## src/rtl/uart_txf_pkg.sv

```systemverilog
package uart_txf_pkg;

  // Shortest data length, selected by size code 0.
  localparam int MIN_BITS = 5;

  typedef enum logic [2:0] {
    ST_IDLE,
    ST_START,
    ST_DATA,
    ST_PAR,
    ST_STOP
  } tx_state_e;

  typedef enum logic [1:0] {
    PAR_EVEN  = 2'd0,
    PAR_ODD   = 2'd1,
    PAR_ONE   = 2'd2,
    PAR_ZERO  = 2'd3
  } par_kind_e;

  typedef struct packed {
    logic [1:0] size;
    logic       par_en;
    par_kind_e  par_kind;
    logic       par_zeros;
    logic       stop_long;
  } frame_cfg_t;

endpackage

```

## src/rtl/uart_txf_fifo.sv

```systemverilog
module uart_txf_fifo #(
  parameter int DW    = 8,
  parameter int DEPTH = 4
) (
  input  logic          clk_i,
  input  logic          rst_ni,
  input  logic          flush_i,
  input  logic          wr_valid_i,
  input  logic [DW-1:0] wr_data_i,
  output logic          wr_ready_o,
  output logic          rd_valid_o,
  output logic [DW-1:0] rd_data_o,
  input  logic          rd_ready_i
);

  localparam int AW = $clog2(DEPTH);
  localparam int CW = $clog2(DEPTH + 1);
  localparam logic [AW-1:0] PTR_LAST = AW'(DEPTH - 1);
  localparam logic [CW-1:0] CNT_FULL = CW'(DEPTH);

  logic [DW-1:0] mem_q [DEPTH];
  logic [AW-1:0] wptr_q, wptr_d;
  logic [AW-1:0] rptr_q, rptr_d;
  logic [CW-1:0] cnt_q, cnt_d;
  logic          push, pop;

  // Flush blocks both sides for its cycle so no entry survives it.
  assign wr_ready_o = (cnt_q != CNT_FULL) && !flush_i;
  assign rd_valid_o = (cnt_q != '0) && !flush_i;
  assign rd_data_o  = mem_q[rptr_q];
  assign push       = wr_valid_i & wr_ready_o;
  assign pop        = rd_valid_o & rd_ready_i;

  always_comb begin
    wptr_d = wptr_q;
    rptr_d = rptr_q;
    cnt_d  = cnt_q;
    if (flush_i) begin
      wptr_d = '0;
      rptr_d = '0;
      cnt_d  = '0;
    end else begin
      if (push) wptr_d = (wptr_q == PTR_LAST) ? '0 : wptr_q + AW'(1);
      if (pop)  rptr_d = (rptr_q == PTR_LAST) ? '0 : rptr_q + AW'(1);
      case ({push, pop})
        2'b10:   cnt_d = cnt_q + CW'(1);
        2'b01:   cnt_d = cnt_q - CW'(1);
        default: cnt_d = cnt_q;
      endcase
    end
  end

  always_ff @(posedge clk_i or negedge rst_ni) begin
    if (!rst_ni) begin
      wptr_q <= '0;
      rptr_q <= '0;
      cnt_q  <= '0;
    end else begin
      wptr_q <= wptr_d;
      rptr_q <= rptr_d;
      cnt_q  <= cnt_d;
    end
  end

  // Storage has no reset; only the enable guards it.
  always_ff @(posedge clk_i) begin
    if (push) mem_q[wptr_q] <= wr_data_i;
  end

  a_r11_flush_clears: assert property (@(posedge clk_i) disable iff (!rst_ni)
    flush_i |=> (cnt_q == '0));

  a_r12_never_overfilled: assert property (@(posedge clk_i) disable iff (!rst_ni)
    cnt_q <= CNT_FULL);

  a_r12_full_blocks_growth: assert property (@(posedge clk_i) disable iff (!rst_ni)
    (cnt_q == CNT_FULL) |=> (cnt_q <= CNT_FULL) && !(cnt_q > $past(cnt_q)));

endmodule

```

## src/rtl/uart_txf_parity.sv

```systemverilog
module uart_txf_parity
  import uart_txf_pkg::*;
#(
  parameter int DW = 8
) (
  input  logic [DW-1:0] data_i,
  input  logic [1:0]    size_i,
  input  par_kind_e     kind_i,
  input  logic          zeros_i,
  output logic          par_o
);

  logic [DW-1:0] keep;
  logic          ones_odd;
  logic          width_odd;
  logic          count_odd;

  // Mask of the bits that are actually sent for the chosen length.
  for (genvar i = 0; i < DW; i++) begin : g_keep
    if (i < MIN_BITS) begin : g_always
      assign keep[i] = 1'b1;
    end else begin : g_sized
      assign keep[i] = (int'(size_i) + MIN_BITS) > i;
    end
  end

  // Zero count parity = one count parity XOR length parity (5 and 7 are odd).
  assign ones_odd  = ^(data_i & keep);
  assign width_odd = ~size_i[0];
  assign count_odd = ones_odd ^ (zeros_i & width_odd);

  always_comb begin
    case (kind_i)
      PAR_EVEN: par_o = count_odd;
      PAR_ODD:  par_o = ~count_odd;
      PAR_ONE:  par_o = 1'b1;
      default:  par_o = 1'b0;
    endcase
  end

endmodule

```

## src/rtl/uart_txf_ser.sv

```systemverilog
module uart_txf_ser
  import uart_txf_pkg::*;
#(
  parameter int DW  = 8,
  parameter int OSR = 16
) (
  input  logic          clk_i,
  input  logic          rst_ni,
  input  logic          os_tick_i,
  input  frame_cfg_t    cfg_i,
  input  logic          flow_en_i,
  input  logic          cts_pol_i,
  input  logic          cts_i,
  input  logic          brk_i,
  input  logic          rd_valid_i,
  input  logic [DW-1:0] rd_data_i,
  output logic          rd_ready_o,
  output logic          txd_o,
  output logic          busy_o
);

  localparam int BW = $clog2(DW);
  localparam int TW = $clog2(OSR + OSR / 2);
  localparam logic [TW-1:0] LAST_STD  = TW'(OSR - 1);
  localparam logic [TW-1:0] LAST_LONG = TW'(OSR + OSR / 2 - 1);
  localparam logic [BW-1:0] LAST_MIN  = BW'(MIN_BITS - 1);

  tx_state_e     state_q, state_d;
  logic [TW-1:0] tick_q, tick_d;
  logic [BW-1:0] bit_q, bit_d;
  logic [DW-1:0] shift_q, shift_d;
  logic          par_q, par_d;
  frame_cfg_t    cfg_q, cfg_d;
  logic          txd_q, txd_d;

  logic          cts_ok;
  logic          launch;
  logic          bit_end;
  logic          last_data;
  logic          line_bit;
  logic          par_calc;
  logic [TW-1:0] tick_last;

  uart_txf_parity #(.DW(DW)) u_parity (
    .data_i  (rd_data_i),
    .size_i  (cfg_i.size),
    .kind_i  (cfg_i.par_kind),
    .zeros_i (cfg_i.par_zeros),
    .par_o   (par_calc)
  );

  always_comb begin
    cts_ok     = !flow_en_i || (cts_i == cts_pol_i);
    rd_ready_o = (state_q == ST_IDLE) && cts_ok;
    launch     = rd_ready_o && rd_valid_i;
    tick_last  = (state_q == ST_STOP && cfg_q.stop_long) ? LAST_LONG : LAST_STD;
    bit_end    = os_tick_i && (state_q != ST_IDLE) && (tick_q == tick_last);
    last_data  = (bit_q == (LAST_MIN + BW'(cfg_q.size)));

    state_d = state_q;
    tick_d  = tick_q;
    bit_d   = bit_q;
    shift_d = shift_q;
    par_d   = par_q;
    cfg_d   = cfg_q;

    if (launch || bit_end) begin
      tick_d = '0;
    end else if (os_tick_i && (state_q != ST_IDLE)) begin
      tick_d = tick_q + TW'(1);
    end

    case (state_q)
      ST_IDLE: begin
        if (launch) begin
          state_d = ST_START;
          shift_d = rd_data_i;
          par_d   = par_calc;
          cfg_d   = cfg_i;
          bit_d   = '0;
        end
      end
      ST_START: begin
        if (bit_end) state_d = ST_DATA;
      end
      ST_DATA: begin
        if (bit_end) begin
          shift_d = shift_q >> 1;
          bit_d   = bit_q + BW'(1);
          if (last_data) state_d = cfg_q.par_en ? ST_PAR : ST_STOP;
        end
      end
      ST_PAR: begin
        if (bit_end) state_d = ST_STOP;
      end
      ST_STOP: begin
        if (bit_end) state_d = ST_IDLE;
      end
      default: state_d = ST_IDLE;
    endcase

    case (state_q)
      ST_START: line_bit = 1'b0;
      ST_DATA:  line_bit = shift_q[0];
      ST_PAR:   line_bit = par_q;
      default:  line_bit = 1'b1;
    endcase
    txd_d = line_bit & ~brk_i;
  end

  always_ff @(posedge clk_i or negedge rst_ni) begin
    if (!rst_ni) begin
      state_q <= ST_IDLE;
      tick_q  <= '0;
      bit_q   <= '0;
      shift_q <= '0;
      par_q   <= 1'b0;
      cfg_q   <= '0;
      txd_q   <= 1'b1;
    end else begin
      state_q <= state_d;
      tick_q  <= tick_d;
      bit_q   <= bit_d;
      shift_q <= shift_d;
      par_q   <= par_d;
      cfg_q   <= cfg_d;
      txd_q   <= txd_d;
    end
  end

  assign txd_o  = txd_q;
  assign busy_o = (state_q != ST_IDLE);

  a_r2_idle_line_high: assert property (@(posedge clk_i) disable iff (!rst_ni)
    (state_q == ST_IDLE && !brk_i) |=> txd_o);

  a_r2_start_bit_low: assert property (@(posedge clk_i) disable iff (!rst_ni)
    (state_q == ST_START) |=> !txd_o);

  a_r8_break_forces_low: assert property (@(posedge clk_i) disable iff (!rst_ni)
    brk_i |=> !txd_o);

  a_r7_tick_within_bit: assert property (@(posedge clk_i) disable iff (!rst_ni)
    (state_q != ST_STOP) |-> (tick_q <= LAST_STD));

  a_r10_frame_not_aborted: assert property (@(posedge clk_i) disable iff (!rst_ni)
    (state_q != ST_IDLE && state_q != ST_STOP) |=> (state_q != ST_IDLE));

endmodule

```

## src/rtl/uart_txf.sv

```systemverilog
module uart_txf
  import uart_txf_pkg::*;
#(
  parameter int DATA_W     = 8,
  parameter int FIFO_DEPTH = 4,
  parameter int OSR        = 16
) (
  input  logic              clk_i,
  input  logic              rst_ni,
  input  logic              os_tick_i,
  input  logic [1:0]        char_size_i,
  input  logic              par_en_i,
  input  logic [1:0]        par_kind_i,
  input  logic              par_zeros_i,
  input  logic              stop_long_i,
  input  logic              brk_i,
  input  logic              flow_en_i,
  input  logic              cts_pol_i,
  input  logic              cts_i,
  input  logic              flush_i,
  input  logic              wr_valid_i,
  input  logic [DATA_W-1:0] wr_data_i,
  output logic              wr_ready_o,
  output logic              txd_o,
  output logic              busy_o
);

  logic [1:0]        rst_sync_q;
  logic              rst_int_n;
  frame_cfg_t        cfg;
  logic              fifo_valid;
  logic [DATA_W-1:0] fifo_data;
  logic              ser_ready;

  // Assert asynchronously, release on the clock.
  always_ff @(posedge clk_i or negedge rst_ni) begin
    if (!rst_ni) rst_sync_q <= 2'b00;
    else         rst_sync_q <= {rst_sync_q[0], 1'b1};
  end
  assign rst_int_n = rst_sync_q[1];

  always_comb begin
    cfg.size      = char_size_i;
    cfg.par_en    = par_en_i;
    cfg.par_kind  = par_kind_e'(par_kind_i);
    cfg.par_zeros = par_zeros_i;
    cfg.stop_long = stop_long_i;
  end

  uart_txf_fifo #(.DW(DATA_W), .DEPTH(FIFO_DEPTH)) u_fifo (
    .clk_i      (clk_i),
    .rst_ni     (rst_int_n),
    .flush_i    (flush_i),
    .wr_valid_i (wr_valid_i),
    .wr_data_i  (wr_data_i),
    .wr_ready_o (wr_ready_o),
    .rd_valid_o (fifo_valid),
    .rd_data_o  (fifo_data),
    .rd_ready_i (ser_ready)
  );

  uart_txf_ser #(.DW(DATA_W), .OSR(OSR)) u_ser (
    .clk_i      (clk_i),
    .rst_ni     (rst_int_n),
    .os_tick_i  (os_tick_i),
    .cfg_i      (cfg),
    .flow_en_i  (flow_en_i),
    .cts_pol_i  (cts_pol_i),
    .cts_i      (cts_i),
    .brk_i      (brk_i),
    .rd_valid_i (fifo_valid),
    .rd_data_i  (fifo_data),
    .rd_ready_o (ser_ready),
    .txd_o      (txd_o),
    .busy_o     (busy_o)
  );

  a_r13_busy_after_pop: assert property (@(posedge clk_i) disable iff (!rst_int_n)
    (fifo_valid && ser_ready) |=> busy_o);

  a_r9_blocked_stays_idle: assert property (@(posedge clk_i) disable iff (!rst_int_n)
    (!busy_o && flow_en_i && (cts_i != cts_pol_i)) |=> !busy_o);

endmodule

```

## config.mk

```make
export PLATFORM = sky130hd
export DESIGN_NAME = uart_txf
export DESIGN_NICKNAME = d
export VERILOG_FILES = /design/src/rtl/uart_txf_pkg.sv /design/src/rtl/uart_txf_fifo.sv /design/src/rtl/uart_txf_parity.sv /design/src/rtl/uart_txf_ser.sv /design/src/rtl/uart_txf.sv
export SDC_FILE = /design/constraint.sdc
export NUM_CORES = 1
export LEC_CHECK = 0
export ABC_AREA = 1
export BUFFER_PORTS_ARGS = -buffer_cell sky130_fd_sc_hd__buf_4
export CAP_MARGIN = 20
export CORE_ASPECT_RATIO = 0.8
export CORE_MARGIN = 1.5
export CORE_UTILIZATION = 59
export CTS_CLUSTER_DIAMETER = 120
export DETAILED_ROUTE_END_ITERATION = 10
export HOLD_SLACK_MARGIN = 0.06
export PLACE_DENSITY_LB_ADDON = 0.08
export SLEW_MARGIN = 20
export SYNTH_ARGS = -nofsm -noshare
export SYNTH_HDL_FRONTEND = slang
export SYNTH_HIERARCHICAL = 1
export SYNTH_SLANG_ARGS = --single-unit
```

## constraint.sdc

```tcl
create_clock -name clk_i -period 2.11 [get_ports clk_i]
set_input_delay 0.422 -clock clk_i [delete_from_list [all_inputs] [get_ports clk_i]]
set_output_delay 0.422 -clock clk_i [all_outputs]
set_load 0.05 [all_outputs]
```

======== Word-level counts from Yosys, hierarchy flattened ========
Memory sizes are Yosys's and may differ from the RTL's.
Index checks and enable logic that the tools add are counted.
word-level totals
  register bits after elaboration ......... 34
  RAM bits ................................ 32
  input port bits ......................... 24
  output and inout bits ................... 3
  logic and storage cells ................. 107
  memories ................................ 1
memories
  memory        words  width  read ports  clocked after memory_dff  wr ports  line                 RTL
  u_fifo.mem_q  4      8      1           0                         1         uart_txf_fifo.sv:21  logic [DW-1:0] mem_q [DEPTH];
cells by class
  add/sub/neg operators ................... 8
  magnitude comparators ................... 3
  equality and inequality tests ........... 20
  multiplexer cells ....................... 29
  bitwise operators ....................... 9
  reductions and logical operators ........ 24
operators by type and width
  operator               count
  $gt A32 B4 Y1 const B  2
  $mux W3                10
  $mux W8                2
  $pmux W8 S2            1
  $mux W5                3
  $pmux W3 S5            1
  $mux W2                6
  $ne A2 B1 Y1 const B   6
  $pmux W3 S2            2
  $reduce_bool A3 Y1     3
  $and A8 B8 Y8          1
  $eq A2 B2 Y1 const B   4
  $reduce_bool A2 Y1     4
  $reduce_xor A8 Y1      1
  $logic_and A1 B1 Y1    7
  $add A3 B1 Y3 const B  2
  $eq A3 B2 Y1 const B   2
  $pmux W1 S3            2
  $reduce_and A6 Y1      1
  $add A5 B1 Y5 const B  1
  $eq A5 B5 Y1           1
  $add A2 B1 Y2 const B  2
  $add A2 B3 Y4 const B  1
  $and A1 B1 Y1          4
  18 further kinds       24

======== Logic depth before layout (Yosys ltp) ========
Gate-level depths: netlist of run 1.
  depth in word-level cells ............... 7
  gate-level depth with buffers ........... 18
  gate-level depth less buffers ........... 17

======== Hierarchy ========
The synthesis of run 1 kept the hierarchy.
by module, submodules not included
  module           instances  cells an instance  area each (sq um)  sequential area each (sq um)
  uart_txf_fifo    1          141                1701.6             1136.1
  uart_txf_ser     1          183                1410.1             626.9
  uart_txf_parity  1          69                 277.8              0.0
  uart_txf         1          3                  53.8               50.0

======== Worst setup path after synthesis of run 1 ========
OpenSTA, ideal clock, no wires.
  path kind ............................... reg2reg
  from .................................... register u_ser.state_q[2]
  to ...................................... register u_fifo.cnt_q[2]
  library setup time ...................... 117 ps
  arrival time ............................ 2014 ps
  data required time ...................... 1993 ps
  path slack .............................. -21 ps
  stages on the path, launching flop included .. 15
  path buffers ............................ 0
  period minus slack after synthesis ...... 2131 ps
  path through ............................ dfrtp_1 -> nor2_2 -> nand2_4 -> a31oi_1 -> inv_1 -> nor2_4 -> nand2_4 -> inv_1 -> fa_1 -> xnor2_1 -> inv_1 -> nand2_1 -> nand2_1 -> nand3_1 -> nand2_1
on the way
  word-level cells in the longest chain between the ends .. 6
  elaborated cells on any way between the ends .. 8
  classes of those cells .................. eq/ne (2); mux (2); bitwise (1); reduce/logical (3)
ends and longest elaborated chain
  element                                              line                 RTL
  from (decl)                                          uart_txf_ser.sv:28   tx_state_e state_q, state_d;
  from (signal assigned)                               uart_txf_ser.sv:121  state_q <= state_d;
  $logic_not A3 Y1 *                                   uart_txf_ser.sv:54   rd_ready_o = (state_q == ST_IDLE) && cts_ok;
  $logic_and A1 B1 Y1 *                                uart_txf_ser.sv:54
  named net ser_ready                                  uart_txf.sv:33       logic ser_ready;
  $and A1 B1 Y1 *                                      uart_txf_fifo.sv:32  assign pop = rd_valid_o & rd_ready_i;
  $eq A2 B1 Y1 / $eq A2 B2 Y1 (equally long branches)  uart_txf_fifo.sv:45  case ({push, pop})
  $pmux W3 S2                                          uart_txf_fifo.sv:45
  $mux W3                                              uart_txf_fifo.sv:38  if (flush_i) begin
  to (signal assigned)                                 uart_txf_fifo.sv:61  cnt_q <= cnt_d;
  to (decl)                                            uart_txf_fifo.sv:24  logic [CW-1:0] cnt_q, cnt_d;
The timed path passes the listed nets; every way through them passes the cells marked *.
A chain may end at the register's enable or synchronous reset.

======== Worst setup path after layout of run 1 ========
  from .................................... register u_fifo.rptr_q[0]
  to ...................................... register u_ser.par_q
on the way
  word-level cells in the longest chain between the ends .. 6
ends and longest elaborated chain
  element                   line                   RTL
  from (decl)               uart_txf_fifo.sv:23    logic [AW-1:0] rptr_q, rptr_d;
  from (signal assigned)    uart_txf_fifo.sv:60    rptr_q <= rptr_d;
  $mem_v2 Z4 W8 *           n/a
  named net fifo_data[1]    uart_txf.sv:32         logic [DATA_W-1:0] fifo_data;
  $and A8 B8 Y8 *           uart_txf_parity.sv:28  assign ones_odd = ^(data_i & keep);
  $reduce_xor A8 Y1 *       uart_txf_parity.sv:28
  $xor A1 B1 Y1 *           uart_txf_parity.sv:30  assign count_odd = ones_odd ^ (zeros_i & width_odd);
  $not A1 Y1                uart_txf_parity.sv:35  PAR_ODD: par_o = ~count_odd;
  $pmux W1 S3 *             uart_txf_parity.sv:33  case (kind_i)
  named net u_ser.par_calc  uart_txf_ser.sv:41     logic par_calc;
  to (signal assigned)      uart_txf_ser.sv:125    par_q <= par_d;
  to (decl)                 uart_txf_ser.sv:32     logic par_q, par_d;
Marks and branches as above.

==> results.cfg, run 1 <==
[layout]
diodes = 0
drive_above_1_share_pct = 23.28
utilization_pct = 74.91
syn_to_final_growth_pct = 20.20
nNetsFinal = 477

[synth]
ys_ff_latch = 66
synthTopCellsByCount = 122 x nand2_1, 44 x inv_1, 38 x nand3_1
yosysMostFrequentCell = nand2_1
ys_warn_count = 6
syn_inst = 396
synth_top_area_share_pct = 27.91
yosysSeqAreaShare_pct = 52.65
yosys.cell_types.count = 35
synthArstFlopShare_pct = 51.52
synth_edf_count = 32
synth.largest_area_cell = edfxtp_1
syn_area_per_cell_um2 = 8.695
syn_nets = 427
synth.cell_area_mm2 = 0.003443
synthFlopType = dfrtp_1
ys_top_cells_by_area = edfxtp_1 28%, dfrtp_1 24%, nand2_1 13%

[cts]
cts_tree = done
cts.sinks = 66
clock_latency_ns = 0.34
cts_max_level = 3
clockBufferDepth = 2
cts_root_buf = clkbuf_8
clkTransAtPathRegs_ns = 0.08
numCtsBuffers = 9

[floorplanning]
start_util_pct = 62.32
rows = 24
dieHeight_um = 71.33
io_pins = 27
die_w_um = 88.41
dieArea_mm2 = 0.006306
coreArea_mm2 = 0.005525

[routing]
first_pass_iters = 4
wire_per_inst_um = 13.18
vias = 2767
drt_iter0_drc = 152
avgViaCountPerCell = 5.231
routed_wirelength_um = 6970
final_antenna_net_count = 0
drc = 0

[setup_path]
worst_path_most_repeated_cell = nand2_1
cp_cell_sequence = buf_6, o21ai_0, o22ai_2, inv_1, nand2_1, nand2_1, inv_1, nand2_1, nand2_1, nand2_1, nand2_1, nand2_1, nand2_1, nand2_1, nand2_1, nand2_1, o21ai_1
cp_top_family = simple AND/OR/NAND/NOR gates
slowest_stage = dfrtp_2
r2r_slack_ns = 0.14
critPathKind = register to register
cp-end-kind = register
path_max_fanout = 8
reg2reg_depth = 17
startpoint_type = register
crit_arrival_ns = 2.18
path_buf_inv = 3
required_ns = 2.32
r2r_start = u_fifo/rptr_q[0]
crit_path_max_incr_delay_ns = 0.47
path_depth = 17
worst_r2r_endpoint = u_ser/par_q

[global_route]
grt_max_degree = 33
antenna_found_initial = 0
grt_pass1_vias = 2650
gr-total-overflow = 0
grt_usage_pct = 24.61
grt_pass1_wl_um = 11860

[timing]
finalMaxSlewViolations = 0
finalSetupViolations = 0
timing.final.crit_share_pct = 93.30
period_minus_slack_ns = 1.969
clock.fmax_mhz = 508.0
fin_worst_skew_ns = 0.008373
hold_violations = 0
rsz0062_at_grt = true
tns_ns = 0

[hold_path]
hp-class = register to asynchronous set/reset pin

[place]
dp_hpwl_um = 4860
io_buffers = 26
globalplace.congestion = 0.8071

[power]
ir_drop_v = 0.0005790
powerDensity_mw_per_mm2 = 1281
totalPowerFinal_uw = 5303
leakagePower_uw = 0.002009

[status]
outcome = completed

[flow_run]
max_cap_violations = 0
## placed cells by master, fill, tap and decap left out, types with 4 or more instances in the layout
| master | n |
|---|---|
| nand2_1 | 120 |
| nand2_2 | 5 |
| clkbuf_8 | 9 |
| a21oi_1 | 6 |
| o21ai_0 | 25 |
| o21ai_1 | 4 |
| ha_1 | 6 |
| buf_4 | 42 |
| inv_1 | 41 |
| dfrtp_1 | 31 |
| nand2_4 | 7 |
| nor2_1 | 30 |
| nand3_1 | 37 |
| o22ai_2 | 7 |
| inv_2 | 7 |
| inv_6 | 4 |
| edfxtp_1 | 32 |
## worst max-delay path by stage
stage	startpoint	endpoint	slack, ns
CTS	u_fifo/rptr_q[0]	u_ser/par_q	0.04
global route	u_fifo/rptr_q[0]	u_ser/par_q	-0.03
finish	u_fifo/rptr_q[0]	u_ser/par_q	0.14
detailed placement	u_fifo/rptr_q[0]	u_ser/par_q	-0.003
floorplan	u_ser/state_q[2]	u_fifo/cnt_q[2]	0.06
global placement	u_fifo/rptr_q[0]	u_ser/par_q	0.09
## cell type report
class                      count  area, µm²
clock buffer                   9      123.9
clock inverter                 7      82.58
fill                         412       1386
inverter                      50      200.2
multi-input combinational    274       1478
sequential                    66       1815
tap                           78      97.59
timing repair buffer          45      341.6
## routing by layer
metal / share of wire, % / GRT usage, % / vias up / wire length [µm]
met4: 0.53 / 5.903 / 0 / 37
met2: 50 / 39.95 / 70 / 3462
li1: - / - / 1397 / -
met5: 0 / 0 / - / 0
met1: 46 / 33.85 / 1296 / 3187
met3: 4.1 / 5.876 / 4 / 283
## registers in the layout, summed over array words and instances, names as in the netlist, 3 cells and up
name / cells
u_ser/bit_q: 3
u_fifo/mem_q: 32
u_ser/state_q: 3
u_ser/cfg_q: 4
u_ser/tick_q: 5
u_fifo/cnt_q: 3
u_ser/shift_q: 8
## power breakdown
group / switching (µW) / total (µW) / internal, µW
sequential: 224 / 1870 / 1650
clock: 531 / 1100 / 566
combinational: 1470 / 2340 / 861
## cells by family after synthesis
kind of cell	after synthesis	synth area share [%]
adders and majority gates	7	2.762
buffers and inverters	56	6.977
AOI/OAI and AO/OA	51	8.212
DFF	66	52.65
xor gates and xnor gates	3	0.7632
and+or+nand+nor	212	28.52
other	1	0.1089
## worst register-to-register path: stages (launching register included)
cell and delay [ns]:
dfrtp_2 0.47, buf_6 0.17, o21ai_0 0.23, o22ai_2 0.12
inv_1 0.06, nand2_1 0.04, nand2_1 0.11, inv_1 0.07
nand2_1 0.08, nand2_1 0.06, nand2_1 0.07, nand2_1 0.05
nand2_1 0.06, nand2_1 0.05, nand2_1 0.05, nand2_1 0.05
nand2_1 0.05, o21ai_1 0.06
## what timing repair did
| item | in CTS | in global routing |
|---|---|---|
| hold buffers | 1 | 0 |
| setup buffers | 0 | 2 |
| pin swaps | 0 | 7 |
| cloned | 0 | 1 |
| setup endpoints to repair | 1 | 2 |
| hold endpoints to repair | 2 | 0 |
| gates resized for setup | 1 | 30 |
## stage by stage
step | setup slack (ns) | hold WS (ns) | cell area [µm²] | instances
3_5_place_dp | -0.002553 | 0.2059 | 3807 | 509
2_1_floorplan | 0.05698 | 0.1264 | 3450 | 396
6_report | 0.1413 | 0.2755 | 4139 | 529
5_1_grt | -0.03154 | 0.2656 | 4139 | 529
4_1_cts | 0.03677 | 0.2646 | 4030 | 526
3_3_place_gp | 0.08871 | 0.2045 | 3807 | 509
Note: power is estimated with default switching activity, not from simulation.
==> run 2, diff against run 1 <==
- MAX_ROUTING_LAYER: default -> met4
==> results.cfg, run 2 (same netlist as run 1, synthesis figures left out) <==
[status]
outcome = completed

[setup_path]
crit_arrival_ns = 2.18
required_ns = 2.32
path_max_fanout = 8
critPathKind = register to register
startpoint_type = register
reg2reg_depth = 17
cp-end-kind = register

[floorplanning]
die_w_um = 88.41
rows = 24
io_pins = 27
coreArea_mm2 = 0.005525
dieHeight_um = 71.33
start_util_pct = 62.32
dieArea_mm2 = 0.006306

[layout]
fillerInstances = 412
layout_commonest_cell = nand2_1
diodes = 0
syn_to_final_growth_pct = 20.20
layout_common_cells = 120 x nand2_1, 42 x buf_4, 41 x inv_1
fin_cells = 529
largest_reg_flops = 32
multi_input_area_mm2 = 0.001478
drive_above_1_share_pct = 23.28
regMostFlops = u_fifo/mem_q
nNetsFinal = 477
utilization_pct = 74.91
seqCellArea_mm2 = 0.001815
largestRegisters = u_fifo/mem_q x32, u_ser/shift_q x8, u_ser/tick_q x5

[routing]
vias = 2781
avgViaCountPerCell = 5.257
drc = 0
final_antenna_net_count = 0
drt_iter0_drc = 141
wire_per_inst_um = 13.12
first_pass_iters = 4
routed_wirelength_um = 6941

[cts]
cts_tree = done
numCtsBuffers = 9
cts.sinks = 66
clock_latency_ns = 0.34
cts_root_buf = clkbuf_8
clkTransAtPathRegs_ns = 0.08
cts_max_level = 3
clockBufferDepth = 2

[timing]
hold_violations = 0
rsz0062_at_grt = true
fin_worst_skew_ns = 0.008132
finalMaxSlewViolations = 0
period_minus_slack_ns = 1.966
finalSetupViolations = 0
clock.fmax_mhz = 508.6
tns_ns = 0
timing.final.crit_share_pct = 93.18

[global_route]
gr-total-overflow = 0
grt_usage_pct = 25.34
grt_pass1_wl_um = 11850
antenna_found_initial = 0
grt_max_degree = 33
grt_pass1_vias = 2646

[hold_path]
hp-class = register to asynchronous set/reset pin

[flow_run]
max_cap_violations = 0

[power]
leakagePower_uw = 0.002009
ir_drop_v = 0.0005805
powerDensity_mw_per_mm2 = 1281

[place]
dp_hpwl_um = 4860
io_buffers = 26
globalplace.congestion = 0.8189
placed_cells = 509
## run 2: worst max-delay path, cell delays in order, from the launching register on
cell     delay (ns)
dfrtp_2        0.46
buf_6          0.17
o21ai_0        0.23
o22ai_2        0.13
inv_1          0.06
nand2_1        0.04
nand2_1        0.11
inv_1          0.07
nand2_1        0.07
nand2_1        0.05
nand2_1        0.07
nand2_1        0.05
nand2_1        0.06
nand2_1        0.05
nand2_1        0.05
nand2_1        0.05
nand2_1        0.05
o21ai_1        0.06
## run 2: worst paths after layout
path / start / to / slack, ns
worst max-delay path: u_fifo/rptr_q[0] / u_ser/par_q / 0.14
worst min-delay path: rst_sync_q[1] / u_fifo/cnt_q[2] / 0.28
worst max register to register: u_fifo/rptr_q[0] / u_ser/par_q / 0.14
worst min register to register: rst_sync_q[1] / u_fifo/cnt_q[2] / 0.28
max in group asynchronous: rst_sync_q[1] / u_ser/txd_o / 1.49
min in group clk_i: stop_long_i / u_ser/cfg_q[0] / 0.28
## run 2: metal layers
metal  track usage (%)  wire length (µm)  vias to the layer above
met4             5.903                29                        0
met1             33.69              3165                     1324
met5                 -                 0                        -
met2             40.03              3479                       58
met3             5.876               266                        2
li1                  -                 -                     1397
## run 2: repair_timing
action	CTS	global route
hold endpoints to repair	2	0
resized for setup	1	30
gates cloned	0	1
endpoints found under the setup margin	1	2
pin swaps	0	7
setup buffers	0	2
hold buffers	1	0
## run 2: layout make-up
class | count | share of cell area [%]
tap | 78 | 2.358
timing repair buffer | 45 | 8.253
multi-input combinational | 274 | 35.70
inverter | 50 | 4.837
clock inverter | 7 | 1.995
sequential | 66 | 43.86
clock buffer | 9 | 2.993
## run 2: through the flow
step / total power (µW) / worst slack (ns) / cell area (µm²) / hold slack [ns]
floorplan: 3463 / 0.05698 / 3450 / 0.1264
global placement: 3949 / 0.08871 / 3807 / 0.2045
detailed placement: 4038 / -0.002553 / 3807 / 0.2059
CTS: 5149 / 0.03677 / 4030 / 0.2646
global route: 5751 / -0.03154 / 4139 / 0.2656
finish: 5301 / 0.1439 / 4139 / 0.2759
## run 2: where the power goes
group | switching [µW] | internal (µW) | leakage, µW
Combinational | 1480 | 861 | 0.00119
Clock | 529 | 566 | 0.0000988
Sequential | 223 | 1650 | 0.000723
Total | 2230 | 3070 | 0.00201
